File: src/rtl/boot_ld_pkg.sv
package boot_ld_pkg;
  typedef enum logic [2:0] {
    LD_INIT, LD_OFF, LD_LOAD, LD_JUMP, LD_HALT
  } ld_state_e;

  typedef enum logic [2:0] {
    RX_IDLE, RX_START, RX_DATA, RX_STOP, RX_WAIT
  } rx_state_e;

  localparam int unsigned CHAR_BITS = 10;  // start + 8 data + stop
endpackage

File: src/rtl/boot_uart_rx.sv
module boot_uart_rx
  import boot_ld_pkg::*;
#(
  parameter int unsigned CLKS_PER_BIT = 16
) (
  input  logic       clk_i,
  input  logic       rst_ni,
  input  logic       en_i,
  input  logic       rxd_i,
  output logic [7:0] data_o,
  output logic       valid_o,
  output logic       ferr_o
);
  localparam int unsigned CW = $clog2(CLKS_PER_BIT);
  localparam logic [CW-1:0] LAST = CW'(CLKS_PER_BIT - 1);
  localparam logic [CW-1:0] MID  = CW'(CLKS_PER_BIT / 2 - 1);

  logic s1_q, s2_q;
  rx_state_e st_q;
  logic [CW-1:0] cnt_q;
  logic [2:0] bit_q;
  logic [7:0] sh_q;

  always_ff @(posedge clk_i or negedge rst_ni) begin
    if (!rst_ni) begin
      s1_q <= 1'b1;
      s2_q <= 1'b1;
    end else begin
      s1_q <= rxd_i;
      s2_q <= s1_q;
    end
  end

  always_ff @(posedge clk_i or negedge rst_ni) begin
    if (!rst_ni) begin
      st_q    <= RX_IDLE;
      cnt_q   <= '0;
      bit_q   <= '0;
      sh_q    <= '0;
      data_o  <= '0;
      valid_o <= 1'b0;
      ferr_o  <= 1'b0;
    end else begin
      valid_o <= 1'b0;
      ferr_o  <= 1'b0;
      unique case (st_q)
        RX_IDLE: if (en_i && !s2_q) begin
          st_q  <= RX_START;
          cnt_q <= '0;
        end
        RX_START: if (cnt_q == MID) begin
          cnt_q <= '0;
          bit_q <= '0;
          st_q  <= s2_q ? RX_IDLE : RX_DATA;  // reject glitch
        end else cnt_q <= cnt_q + 1'b1;
        RX_DATA: if (cnt_q == LAST) begin
          cnt_q <= '0;
          sh_q  <= {s2_q, sh_q[7:1]};
          if (bit_q == 3'd7) st_q <= RX_STOP;
          else bit_q <= bit_q + 1'b1;
        end else cnt_q <= cnt_q + 1'b1;
        RX_STOP: if (cnt_q == LAST) begin
          cnt_q <= '0;
          if (s2_q) begin
            data_o  <= sh_q;
            valid_o <= 1'b1;
            st_q    <= RX_IDLE;
          end else begin
            ferr_o <= 1'b1;
            st_q   <= RX_WAIT;
          end
        end else cnt_q <= cnt_q + 1'b1;
        RX_WAIT: if (s2_q) st_q <= RX_IDLE;
        default: st_q <= RX_IDLE;
      endcase
    end
  end
endmodule

File: src/rtl/boot_uart_tx_od.sv
module boot_uart_tx_od #(
  parameter int unsigned CLKS_PER_BIT = 16
) (
  input  logic       clk_i,
  input  logic       rst_ni,
  input  logic       start_i,
  input  logic [7:0] data_i,
  output logic       pull_low_o
);
  localparam int unsigned CW = $clog2(CLKS_PER_BIT);
  localparam logic [CW-1:0] LAST = CW'(CLKS_PER_BIT - 1);

  logic busy_q;
  logic [CW-1:0] cnt_q;
  logic [3:0] bit_q;
  logic [9:0] sh_q;
  logic last_bit, load;

  assign last_bit = busy_q && (cnt_q == LAST) && (bit_q == 4'd9);
  assign load     = start_i && (!busy_q || last_bit);

  always_ff @(posedge clk_i or negedge rst_ni) begin
    if (!rst_ni) begin
      busy_q <= 1'b0;
      cnt_q  <= '0;
      bit_q  <= '0;
      sh_q   <= '1;
    end else if (load) begin
      busy_q <= 1'b1;
      cnt_q  <= '0;
      bit_q  <= '0;
      sh_q   <= {1'b1, data_i, 1'b0};
    end else if (busy_q) begin
      if (cnt_q == LAST) begin
        cnt_q <= '0;
        sh_q  <= {1'b1, sh_q[9:1]};
        if (bit_q == 4'd9) busy_q <= 1'b0;
        else bit_q <= bit_q + 1'b1;
      end else cnt_q <= cnt_q + 1'b1;
    end
  end

  // only ever sinks the line; a 1 bit releases it to the pull-up
  assign pull_low_o = busy_q && !sh_q[0];
endmodule

File: src/rtl/boot_idle_timer.sv
module boot_idle_timer #(
  parameter int unsigned CLKS_PER_BIT = 16,
  parameter int unsigned TICKS        = 40
) (
  input  logic clk_i,
  input  logic rst_ni,
  input  logic restart_i,
  output logic expire_o
);
  localparam int unsigned CW = $clog2(CLKS_PER_BIT);
  localparam int unsigned TW = $clog2(TICKS);
  localparam logic [CW-1:0] LAST_C = CW'(CLKS_PER_BIT - 1);
  localparam logic [TW-1:0] LAST_T = TW'(TICKS - 1);

  logic armed_q;
  logic [CW-1:0] cc_q;
  logic [TW-1:0] tc_q;
  logic at_end;

  assign at_end   = armed_q && (cc_q == LAST_C) && (tc_q == LAST_T);
  assign expire_o = at_end && !restart_i;

  always_ff @(posedge clk_i or negedge rst_ni) begin
    if (!rst_ni) begin
      armed_q <= 1'b0;
      cc_q    <= '0;
      tc_q    <= '0;
    end else if (restart_i) begin
      armed_q <= 1'b1;
      cc_q    <= '0;
      tc_q    <= '0;
    end else if (armed_q) begin
      if (cc_q == LAST_C) begin
        cc_q <= '0;
        if (tc_q == LAST_T) armed_q <= 1'b0;
        else tc_q <= tc_q + 1'b1;
      end else cc_q <= cc_q + 1'b1;
    end
  end
endmodule

File: src/rtl/serial_boot_loader.sv
module serial_boot_loader
  import boot_ld_pkg::*;
#(
  parameter int unsigned CLKS_PER_BIT = 16,
  parameter int unsigned RAM_AW       = 9,
  parameter int unsigned JUMP_W       = 16,
  parameter logic [JUMP_W-1:0] RAM_BASE = '0,
  parameter int unsigned IDLE_CHARS   = 4
) (
  input  logic              clk_i,
  input  logic              rst_ni,
  input  logic              boot_sel_i,
  input  logic              rxd_i,
  output logic              tx_pd_o,
  output logic              ram_we_o,
  output logic [RAM_AW-1:0] ram_addr_o,
  output logic [7:0]        ram_wdata_o,
  output logic              done_o,
  output logic [JUMP_W-1:0] jump_addr_o
);
  localparam int unsigned IDLE_TICKS = IDLE_CHARS * CHAR_BITS;
  localparam logic [RAM_AW-1:0] TOP_ADDR = '1;

  ld_state_e state_q;
  logic [RAM_AW-1:0] addr_q;
  logic loading, rx_valid, rx_ferr, timeout;
  logic [7:0] rx_data;

  assign loading = (state_q == LD_LOAD);

  boot_uart_rx #(.CLKS_PER_BIT(CLKS_PER_BIT)) i_rx (
    .clk_i, .rst_ni, .en_i(loading), .rxd_i,
    .data_o(rx_data), .valid_o(rx_valid), .ferr_o(rx_ferr)
  );

  boot_idle_timer #(.CLKS_PER_BIT(CLKS_PER_BIT), .TICKS(IDLE_TICKS)) i_timer (
    .clk_i, .rst_ni,
    .restart_i(loading && (rx_valid || rx_ferr)),
    .expire_o(timeout)
  );

  assign ram_we_o    = loading && rx_valid;
  assign ram_addr_o  = addr_q;
  assign ram_wdata_o = rx_data;

  boot_uart_tx_od #(.CLKS_PER_BIT(CLKS_PER_BIT)) i_tx (
    .clk_i, .rst_ni, .start_i(ram_we_o), .data_i(rx_data), .pull_low_o(tx_pd_o)
  );

  always_ff @(posedge clk_i or negedge rst_ni) begin
    if (!rst_ni) begin
      state_q <= LD_INIT;
      addr_q  <= '0;
    end else begin
      unique case (state_q)
        LD_INIT: state_q <= boot_sel_i ? LD_LOAD : LD_OFF;
        LD_LOAD: begin
          if (ram_we_o) begin
            addr_q <= addr_q + 1'b1;
            if (addr_q == TOP_ADDR) state_q <= LD_JUMP;
          end else if (timeout) state_q <= LD_JUMP;
        end
        LD_JUMP: state_q <= LD_HALT;
        default: state_q <= state_q;  // OFF and HALT hold until reset
      endcase
    end
  end

  assign done_o      = (state_q == LD_JUMP);
  assign jump_addr_o = done_o ? RAM_BASE : '0;
endmodule

File: config.mk
export PLATFORM = sky130hd
export DESIGN_NAME = serial_boot_loader
export DESIGN_NICKNAME = d
export VERILOG_FILES = /design/src/rtl/boot_ld_pkg.sv /design/src/rtl/boot_uart_rx.sv /design/src/rtl/boot_uart_tx_od.sv /design/src/rtl/boot_idle_timer.sv /design/src/rtl/serial_boot_loader.sv
export SDC_FILE = /design/constraint.sdc
export NUM_CORES = 1
export LEC_CHECK = 0
export ABC_AREA = 1
export BUFFER_PORTS_ARGS = -buffer_cell sky130_fd_sc_hd__buf_2
export CORE_ASPECT_RATIO = 0.5
export CORE_UTILIZATION = 45
export CTS_BUF_LIST = sky130_fd_sc_hd__clkbuf_2 sky130_fd_sc_hd__clkbuf_4 sky130_fd_sc_hd__clkbuf_8
export CTS_CLUSTER_DIAMETER = 60
export DETAILED_ROUTE_END_ITERATION = 6
export MAX_ROUTING_LAYER = met4
export PLACE_DENSITY = 0.73
export SYNTH_ARGS = -nofsm -noshare
export SYNTH_HDL_FRONTEND = slang
export SYNTH_SLANG_ARGS = --single-unit
File: constraint.sdc
create_clock -name clk_i -period 2.1 [get_ports clk_i]
set_clock_uncertainty 0.2 [all_clocks]
set_input_delay 0.315 -clock clk_i [delete_from_list [all_inputs] [get_ports clk_i]]
set_output_delay 0.315 -clock clk_i [all_outputs]
set_load 0.02 [all_outputs]
==> flow_metrics.tcl <==
set metrics [dict create \
    die_w_um 130 \
    timing.setup.tns_ns 0 \
    fp-row-count 22 \
    synth_area_leaders "dfrtp_1 (41%), nand2_1 (12%), dfstp_2 (7.8%), nand3_1 (5.6%), inv_1 (4.7%)" \
    initialDrtViolationCount 199 \
    setup_viol 0 \
    rsz0062_at_grt "false" \
    synth_top_area_cell "dfrtp_1" \
    switching_share_pct 22.1 \
    wire_per_inst_um 11.4 \
    fill_cells 700 \
    ctsResizeCount 0 \
    place.gp.congestion 0.818 \
    drive_gt1_share_pct 21.5 \
    ys_seq_area_share_pct 48.4 \
    min_path_type "in2reg" \
    antenna_found_initial 0 \
    worstReg2RegStart "ram_addr_o[0]$_DFFE_PN0P_" \
    netlist-cell-type-count 35 \
    dieArea_sq_um 8600 \
    syn_area_per_cell_sq_um 8.48 \
    core-area_sq_um 7620 \
    synth_adder_area_share_pct 3.39 \
    cp_cell_sequence "inv_1 -> nand3_2 -> nor2_4 -> buf_2" \
    synthCells 436 \
    power_density_nw_per_um2 599 \
    grt_pass1_vias 2599 \
    comb_power_share_pct 2.7 \
    max_slew.worst_pin.slew_ns 0.590 \
    hold_viol 0 \
    port_buffers 23 \
    cts_root_buf "clkbuf_8" \
    crit_path_max_incr_delay_ns 0.41 \
    grt_usage_pct 18.7 \
    cts_inserted_buffers 9 \
    crit_end "ram_we_o" \
    synth-simple-area-share_pct 25.9 \
    min_from "boot_sel_i" \
    worstPathArrival_ns 1.35 \
    first_pass_iters 4 \
    fmax_mhz 536 \
    wl_um 6660 \
    cellLeakagePower_nw 2.12 \
    synth_commonest_cells "nand2_1 (118), dfrtp_1 (60), inv_1 (46), nand3_1 (41), nor2_1 (19)" \
    cts_tree "done" \
    grt_pass1_wl_um 11800 \
    required_ns 1.58 \
    clk_path_buf_depth 2 \
    max_cap_violations 0 \
    seqPwrFrac_pct 55.5 \
    synth_top_family_by_area "simple AND/OR/NAND/NOR gates" \
    layout_min_cycle_time_ns 1.87 \
    synth_compound_area_share_pct 8.43 \
    hpwl_um 4840 \
    syn_area_sq_um 3700 \
    status "completed" \
    yosysMostFrequentCell "nand2_1" \
    synth-main-ff-cell "dfrtp_1" \
    vias 2756 \
    post-route-drc-count 0 \
    r2r_slack_ns 0.27 \
    stdcell_count 586 \
    seqCellArea_sq_um 1790 \
    cts_sinks 71 \
    ys_async_sr_fraction_pct 100 \
    rr_endpoint "state_q[0]$_DFFE_PN0P_" \
    path_max_fanout 5 \
    grt_max_degree 28 \
    grt_overflow_total 0 \
    io_pins 40 \
    htree_levels 3 \
    ff2ff_path_depth 9 \
    yosysWarnings 0 \
    post-route-period-util_pct 88.8 \
    dieHeight_um 66.1 \
    dpl.cell_count 567 \
    synth_xor_area_share_pct 3.32 \
    clkPwrFrac_pct 41.8 \
    ir_drop_v 0.000252 \
    ant_nets 0 \
    path_class "reg2out" \
    multi_input_comb_area_sq_um 1580 \
    startpoint "state_q[2]$_DFFE_PN0P_" \
    relSlewSlack_pct 60.6 \
    power_switching_mw 0.546 \
    p_int_mw 1.93 \
    clk_latency_ns 0.35 \
    critical-path-slowest-cell "dfrtp_1" \
    crit_path_start_kind "flip-flop" \
    avgViaCountPerCell 4.70 \
    synth_seq_cells 71 \
    synth_top_area_share_pct 40.6 \
    fin_nets 487 \
    synth_edf_count 0 \
    report.final.slew_viol_count 0 \
    start_util_pct 48.5 \
    syn2layout_area_growth_pct 11.7 \
    clkTransAtPathRegs_ns 0.07 \
    end_kind "output pin" \
    synth.mux.area_fraction_pct 0 \
    diodes 0 \
]
-- worst min path at each step --
| stage | slack, ns | cells after the start | endpoint |
|---|---|---|---|
| 2_1_floorplan | -0.18 | 0 | i_rx.bit_q[0]$_DFFE_PN0P_ |
| 3_3_place_gp | 0.15 | 1 | i_rx.sh_q[1]$_DFFE_PN0P_ |
| 3_5_place_dp | 0.15 | 0 | i_rx.s2_q$_DFF_PN1_ |
| 4_1_cts | 0.10 | 4 | state_q[0]$_DFFE_PN0P_ |
| 5_1_grt | 0.14 | 4 | state_q[0]$_DFFE_PN0P_ |
| 6_report | 0.12 | 4 | state_q[0]$_DFFE_PN0P_ |
-- placed cells by master, fill, tap and decap left out, types with 4 or more instances in the layout --
| master | instances |
|---|---|
| nand3b_1 | 5 |
| buf_2 | 23 |
| a21oi_1 | 5 |
| buf_4 | 5 |
| nand3_1 | 41 |
| dfstp_2 | 11 |
| o21ai_0 | 10 |
| conb_1 | 16 |
| o21ai_1 | 14 |
| clkbuf_8 | 11 |
| nand3_2 | 5 |
| dfrtp_1 | 60 |
| inv_2 | 15 |
| ha_1 | 10 |
| xor2_1 | 11 |
| nand4_1 | 4 |
| nand2_1 | 118 |
| nor2_2 | 4 |
| o21ai_2 | 10 |
| clkbuf_4 | 4 |
| inv_1 | 46 |
| nor2_1 | 19 |
-- kinds of logic (layout without fill, tap and decap cells) --
group | count (synthesis) | count (layout)
AO/OA/AOI/OAI | 49 | 49
XOR/XNOR | 14 | 14
adder cells (fa/ha/maj) | 10 | 10
AND/OR/NAND/NOR | 209 | 209
buffers and inverters | 82 | 109
other | 1 | 16
flip-flops | 71 | 71
-- through the flow --
stage	util [%]	instance area [sq um]	hold WS, ns	worst slack (ns)	power [mW]
after detailed placement	51.4	3920	0.148	0.271	1.47
after floorplan	-	3750	-0.181	0.306	1.45
after CTS	54.2	4130	0.100	0.197	2.52
after global placement	51.4	3920	0.146	0.336	1.47
after global routing	54.2	4130	0.137	0.120	2.59
final	54.2	4130	0.120	0.235	2.48
-- layout make-up --
| class | instances | area share (%) |
|---|---|---|
| Sequential cell | 71 | 43.4 |
| Multi-Input combinational cell | 298 | 38.2 |
| Inverter | 61 | 5.54 |
| Timing Repair Buffer | 32 | 5.15 |
| Clock buffer | 15 | 4.39 |
| Tap cell | 108 | 3.27 |
| Clock inverter | 1 | 0.121 |
-- worst max-delay path, delay by kind of cell, from the launching register on --
kind | cells | cell delay (ns)
flops | 1 | 0.41
simple gates | 2 | 0.30
buf+inv | 2 | 0.29
-- flip-flops by register name, indices dropped and copies added (netlist names), 3 cells and up --
| name | flops |
|---|---|
| i_timer.cc_q | 4 |
| i_rx.sh_q | 8 |
| state_q | 3 |
| i_rx.st_q | 3 |
| i_rx.bit_q | 3 |
| ram_addr_o | 9 |
| i_timer.tc_q | 6 |
| i_rx.data_o | 8 |
| i_tx.cnt_q | 4 |
| i_rx.cnt_q | 4 |
| i_tx.bit_q | 4 |
| i_tx.sh_q | 9 |
-- power by group through the flow --
| stage | combinational [mW] | clock, mW | sequential, mW |
|---|---|---|---|
| 2_1_floorplan | 0.0495 | 0 | 1.40 |
| 3_3_place_gp | 0.0670 | 0 | 1.40 |
| 3_5_place_dp | 0.0672 | 0 | 1.40 |
| 4_1_cts | 0.0701 | 1.08 | 1.37 |
| 5_1_grt | 0.0783 | 1.13 | 1.37 |
| 6_report | 0.0673 | 1.03 | 1.37 |
-- layer usage --
layer	vias to the layer above	global-route usage, %	share of wire [%]
li1	1437	-	-
met1	1262	23.9	52
met2	45	28.3	42
met3	12	5.34	4.0
met4	0	6.98	1.6
met5	-	-	0
-- what timing repair did --
action | 4_1_cts | 5_1_grt
buffers inserted | 1 | 0
setup endpoints to repair | 1 | 0
hold endpoints to repair | 19 | 0
hold buffers | 2 | 0
Power figures use the tool's default switching activity.
